`src/rtl/bus_arb_pkg.sv`:
```
package bus_arb_pkg;

  typedef enum logic [2:0] {
    ARB_IDLE  = 3'd0,  // processor owns the bus
    ARB_GRANT = 3'd1,  // grant and release just asserted
    ARB_HOLD  = 3'd2,  // other master owns the bus
    ARB_DROP  = 3'd3,  // grant withdrawn, lines still floating
    ARB_RECOV = 3'd4   // last cycle before the processor drives again
  } arb_state_e;

  function automatic logic grant_of(input arb_state_e s);
    return (s == ARB_GRANT) || (s == ARB_HOLD);
  endfunction

  function automatic logic release_of(input arb_state_e s);
    return s != ARB_IDLE;
  endfunction

  function automatic logic take_request(input logic req, input logic rmw);
    return req && !rmw;
  endfunction

  function automatic arb_state_e next_state(input arb_state_e s,
                                            input logic req,
                                            input logic rmw);
    arb_state_e n;
    unique case (s)
      ARB_IDLE:  n = take_request(req, rmw) ? ARB_GRANT : ARB_IDLE;
      ARB_GRANT: n = ARB_HOLD;
      ARB_HOLD:  n = req ? ARB_HOLD : ARB_DROP;
      ARB_DROP:  n = take_request(req, rmw) ? ARB_GRANT : ARB_RECOV;
      ARB_RECOV: n = take_request(req, rmw) ? ARB_GRANT : ARB_IDLE;
      default:   n = ARB_IDLE;
    endcase
    return n;
  endfunction

endpackage

```
`src/rtl/bus_arb_sync.sv`:
```
module bus_arb_sync #(
  parameter int STAGES = 2
) (
  input  logic clk,
  input  logic rst_n,
  input  logic async_n,
  output logic req_seen
);
  localparam int LAST = STAGES - 1;

  logic [LAST:0] chain;

  generate
    if (STAGES == 1) begin : g_single
      always_ff @(posedge clk or negedge rst_n) begin
        if (!rst_n) chain <= '1;
        else        chain <= async_n;
      end
    end else begin : g_multi
      always_ff @(posedge clk or negedge rst_n) begin
        if (!rst_n) chain <= '1;
        else        chain <= {chain[LAST-1:0], async_n};
      end
    end
  endgenerate

  assign req_seen = ~chain[LAST];
endmodule

```
`src/rtl/bus_arb_fsm.sv`:
```
module bus_arb_fsm
  import bus_arb_pkg::*;
(
  input  logic clk,
  input  logic rst_n,
  input  logic req_seen,
  input  logic rmw_active,
  output logic grant_int,
  output logic release_int,
  output logic in_hold
);
  arb_state_e state_q;
  arb_state_e state_d;

  always_comb state_d = next_state(state_q, req_seen, rmw_active);

  always_ff @(posedge clk or negedge rst_n) begin
    if (!rst_n) state_q <= ARB_IDLE;
    else        state_q <= state_d;
  end

  assign grant_int   = grant_of(state_q);
  assign release_int = release_of(state_q);
  assign in_hold     = (state_q == ARB_HOLD);
endmodule

```
`src/rtl/bus_arb_pin.sv`:
```
module bus_arb_pin (
  input  logic clk,
  input  logic rst_n,
  input  logic grant_int,
  output logic grant_pin_n
);
  always_ff @(negedge clk or negedge rst_n) begin
    if (!rst_n) grant_pin_n <= 1'b1;
    else        grant_pin_n <= ~grant_int;
  end
endmodule

```
`src/rtl/bus_arb_ctrl.sv`:
```
module bus_arb_ctrl #(
  parameter int SYNC_STAGES = 2
) (
  input  logic clk,
  input  logic rst_n,
  input  logic bus_req_n,
  input  logic rmw_active,
  output logic bus_grant_n,
  output logic ctl_release
);
  logic req_seen;
  logic grant_int;
  logic release_int;
  logic in_hold;

  bus_arb_sync #(.STAGES(SYNC_STAGES)) sync_i (
    .clk      (clk),
    .rst_n    (rst_n),
    .async_n  (bus_req_n),
    .req_seen (req_seen)
  );

  bus_arb_fsm fsm_i (
    .clk         (clk),
    .rst_n       (rst_n),
    .req_seen    (req_seen),
    .rmw_active  (rmw_active),
    .grant_int   (grant_int),
    .release_int (release_int),
    .in_hold     (in_hold)
  );

  bus_arb_pin pin_i (
    .clk         (clk),
    .rst_n       (rst_n),
    .grant_int   (grant_int),
    .grant_pin_n (bus_grant_n)
  );

  assign ctl_release = release_int;
endmodule

```
`config.mk`:
```
export PLATFORM = sky130hd
export DESIGN_NAME = bus_arb_ctrl
export DESIGN_NICKNAME = d
export VERILOG_FILES = /design/src/rtl/bus_arb_pkg.sv /design/src/rtl/bus_arb_sync.sv /design/src/rtl/bus_arb_fsm.sv /design/src/rtl/bus_arb_pin.sv /design/src/rtl/bus_arb_ctrl.sv
export SDC_FILE = /design/constraint.sdc
export NUM_CORES = 1
export LEC_CHECK = 0
export BUFFER_PORTS_ARGS = -buffer_cell sky130_fd_sc_hd__buf_2
export CORE_AREA = 2 2 39 41
export CTS_CLUSTER_DIAMETER = 100
export DETAILED_ROUTE_END_ITERATION = 8
export DIE_AREA = 0 0 41 43
export PLACE_DENSITY = 0.44
export SETUP_SLACK_MARGIN = 0.3
export SLEW_MARGIN = 25
export SYNTH_ARGS = -nofsm -noshare
export SYNTH_HDL_FRONTEND = slang
export SYNTH_SLANG_ARGS = --single-unit
```
`constraint.sdc`:
```
create_clock -name clk -period 2.9 [get_ports clk]
set_clock_uncertainty 0.15 [all_clocks]
set_input_delay 0 -clock clk [delete_from_list [all_inputs] [get_ports clk]]
set_output_delay 0 -clock clk [all_outputs]
set_load 0.05 [all_outputs]
```
# Word-level counts from Yosys, hierarchy flattened
# Cells that the tools add are included.
[op_classes] n_eq_ne=4 n_mux=4 bitwise=2 n_reduce_logical=6
[ops] operator="3-bit case mux with 4 select lines" n=1
[ops] operator="3-bit by 2-bit equality test with 1-bit output, second input constant" n=2
[ops] operator="3-bit by 1-bit equality test with 1-bit output, second input constant" n=1
[ops] operator="3-bit equality test, second input constant" n=1
[ops] operator="3-bit logical NOT" n=1
[ops] operator="3-bit 2-to-1 mux" n=1
[ops] operator="3-bit nonzero test" n=1
[ops] operator="1-bit 2-to-1 mux" n=2
[ops] operator="1-bit inverter" n=2
[ops] operator="2-bit OR reduction" n=1
[ops] operator="1-bit logical AND" n=1
[ops] operator="1-bit logical NOT" n=1
[ops] operator="1-bit logical OR" n=1
[word_totals] reg_bits=6 inputBits=4 output_inout_bits=2 word_cells=19

# Longest topological paths before layout
[logic_depth] word_depth=4 mapped_depth=2 mapped_depth_nobuf=2

# Cells and area by module
# Synthesis repeated with hierarchy kept, for this count alone.
[unflattened] hier_cells=20 area_unflattened_um2=236.5
[by_module_without_submodules] mod="bus_arb_fsm" n_inst=1 cells_per_inst=14 area_per_inst_um2=146.4 seq_area_each_um2=75.1
[by_module_without_submodules] mod="bus_arb_sync" n_inst=1 cells_per_inst=3 area_per_inst_um2=56.3 seq_area_each_um2=52.6
[by_module_without_submodules] mod="bus_arb_pin" n_inst=1 cells_per_inst=3 area_per_inst_um2=33.8 seq_area_each_um2=26.3

==> impl_metrics.csv <==
group,metric,value,unit
detailed_routing,wl,407,um
floorplan,die_y,43,um
grt,antenna_found_initial,0,
worst_setup_path,cp_slowest_stage_delay,510,ps
grt,grt_pass1_wl,696,um
job,maxCapViolations,0,
logic_synthesis,syn_nets,21,
layout,layout.cells.non_filler,46,
clock_tree,clkSinkCount,6,
worst_setup_path,ff2ff_path_depth,2,
detailed_routing,num_vias,168,
worst_setup_path,crit_buf_inv,1,
timing,slew_headroom,84.4,%
timing,hold_violations,0,
floorplan,ioPinCount,6,
logic_synthesis,synthTopCellsByCount,"3 x dfrtp_1, 3 x dfstp_2",
place,gp_congestion,0.653,
logic_synthesis,syn_avg_cell_area,13.7,sq um
worst_setup_path,crit_type,"reg2out",
logic_synthesis,synth_top_area_cell,"dfstp_2",
detailed_routing,drt_pass1_iterations,2,
logic_synthesis,syn_area,233,sq um
worst_setup_path,critical_path_depth,1,
grt,grt.total_usage,6.77,%
worst_setup_path,crit_start,"pin_i.grant_pin_n",
timing,tns,0,ps
logic_synthesis,yosysSeqAreaShare,66.1,%
layout,nFillCells,159,
pwr,p_per_area,1100,mW/mm^2
logic_synthesis,synthArstFlopShare,100,%
detailed_routing,postRouteAntennaNets,0,
clock_tree,cts_max_level,1,
grt,grt-ovfl-total,0,
clock_tree,path_clk_slew,50,ps
floorplan,die_w,41,um
worst_setup_path,crit_fanout,1,
logic_synthesis,synth_top_area_share,33.9,%
detailed_routing,vias_per_cell,3.65,
layout,finalNetCount,35,
layout,multi_input_area,75.1,sq um
timing,setup_viol,0,
layout,layout-drive-gt1-share,36.7,%
timing,fin_ws,343,ps
clock_tree,cts_tree,"done",
layout,synthToLayoutAreaGrowth,50.5,%
place,dp.cells,38,
clock_tree,cts_setup_buffers,0,
timing,drv_slew,0,
floorplan,start_util,16.8,%
clock_tree,ctsRootBufferMaster,"clkbuf_4",
place,dp_slack,558,ps
logic_synthesis,synth-seq-cells,6,
run_status,status,"complete, no violations",
worst_setup_path,critPathCapture,"bus_grant_n",
timing,worstMarginPinSlew,232,ps
detailed_routing,dr.first_iter.drc_count,4,
worst_setup_path,critPathArrivalTime,2410,ps
worst_setup_path,critPathTopFamily,"flip-flops",
floorplan,row_count,14,
logic_synthesis,netlist_instances,17,
clock_tree,clock_tree.buffer_depth,2,
detailed_routing,routedWlPerCell,8.85,um
worst_hold_path,min_path_type,"in2async",
worst_setup_path,cp_cell_sequence,"buf_6",
clock_tree,worstSkewPairLatency,240,ps
worst_setup_path,crit_path_end_kind,"output port",
logic_synthesis,ys.warnings.count,0,
logic_synthesis,ys_top_cells_by_area,"dfstp_2 34%, dfrtp_1 32%, and4bb_1 5.4%",
worst_setup_path,crit_slowest_cell,"dfstp_2",
place,io_buffers,5,
layout,seq_area,154,sq um
worst_setup_path,r2r_start,"fsm_i.state_q[0]",
detailed_routing,drcViolationCount,0,
worst_setup_path,rr_endpoint,"pin_i.grant_pin_n",
layout,diodes,0,
grt,grt_max_degree,6,
pwr,total_power,386,uW
worst_setup_path,startpoint_type,"flip-flop",
clock_tree,numCtsBuffers,3,
logic_synthesis,ys_types,13,
floorplan,core-area,0.00138,sq mm
pwr,ir_drop,0.000267,V
timing,whs,116,ps
logic_synthesis,synth_ff_type,"dfstp_2",
worst_setup_path,r2r_slack,610,ps
timing,rsz0062_at_grt,"false",
grt,grt_pass1_vias,178,
floorplan,fp.dieArea,0.00176,sq mm
pwr,leakage,0.171,nW
logic_synthesis,synth_edf_count,0,
worst_setup_path,required,2750,ps
==> power breakdown <==
group          total, mW  switching, mW  internal, mW
logic              0.156         0.0925        0.0632
registers          0.143         0.0243         0.118
clock network     0.0877         0.0336        0.0540
==> sequential cells by signal (all words and copies together) (netlist names) <==
signal	cells
fsm_i.state_q	3
pin_i.grant_pin_n	1
sync_i.chain	2
==> per-stage QoR <==
step	area, sq um	utilization (%)
after global placement	278	20.1
after floorplan	233	-
after global routing	350	25.3
after CTS	347	25.0
final	350	25.3
after detailed placement	278	20.1
==> kinds of logic after synthesis <==
family / share of synthesized area (%)
simple gates: 24.7
flops: 66.1
xor+xnor: 3.76
buf+inv: 1.61
compound gates: 3.76
==> cell usage in the layout (no fill, tap or decap) <==
cell and n:
buf_6 1, nor2_1 1, dfrtp_1 3, dfstp_2 3, nand2b_1 1, dlygate4sd3_1 4
nor4_1 1, and3b_1 1, and2b_1 1, and4bb_1 1, buf_2 4, clkbuf_1 1
inv_1 1, xor2_1 1, a211o_1 1, nor2b_1 1, clkbuf_4 3, or3_1 1
==> what timing repair did <==
action	in CTS	in global routing
setup endpoints to repair	1	1
resized for setup	1	1
pin swaps	0	0
endpoints found under the hold margin	7	0
hold buffers	4	0
==> per-layer routing <==
metal,vias up,wire [um],global-route usage (%)
met2,5,204,8.75
li1,86,-,-
met1,77,169,5.92
met4,0,0,6.00
met3,0,33,6.28
met5,-,0,0
==> layout make-up <==
type / count / share of cell area (%)
flip-flops and latches: 6 / 43.9
multi-input cells: 10 / 21.4
repair buffers: 9 / 20.4
clock inverters: 1 / 1.07
well taps: 16 / 5.71
clock buffers: 4 / 7.50
==> how the worst min path moves through the flow <==
stage	start	endpoint	cells past startpoint
after detailed placement	rst_n	fsm_i.state_q[1]	1
after floorplan	rst_n	fsm_i.state_q[0]	0
after global routing	rst_n	sync_i.chain[0]	2
after global placement	rst_n	fsm_i.state_q[1]	1
after CTS	rst_n	sync_i.chain[1]	2
final	rst_n	sync_i.chain[1]	2
Note: power is estimated with default switching activity, not from simulation.
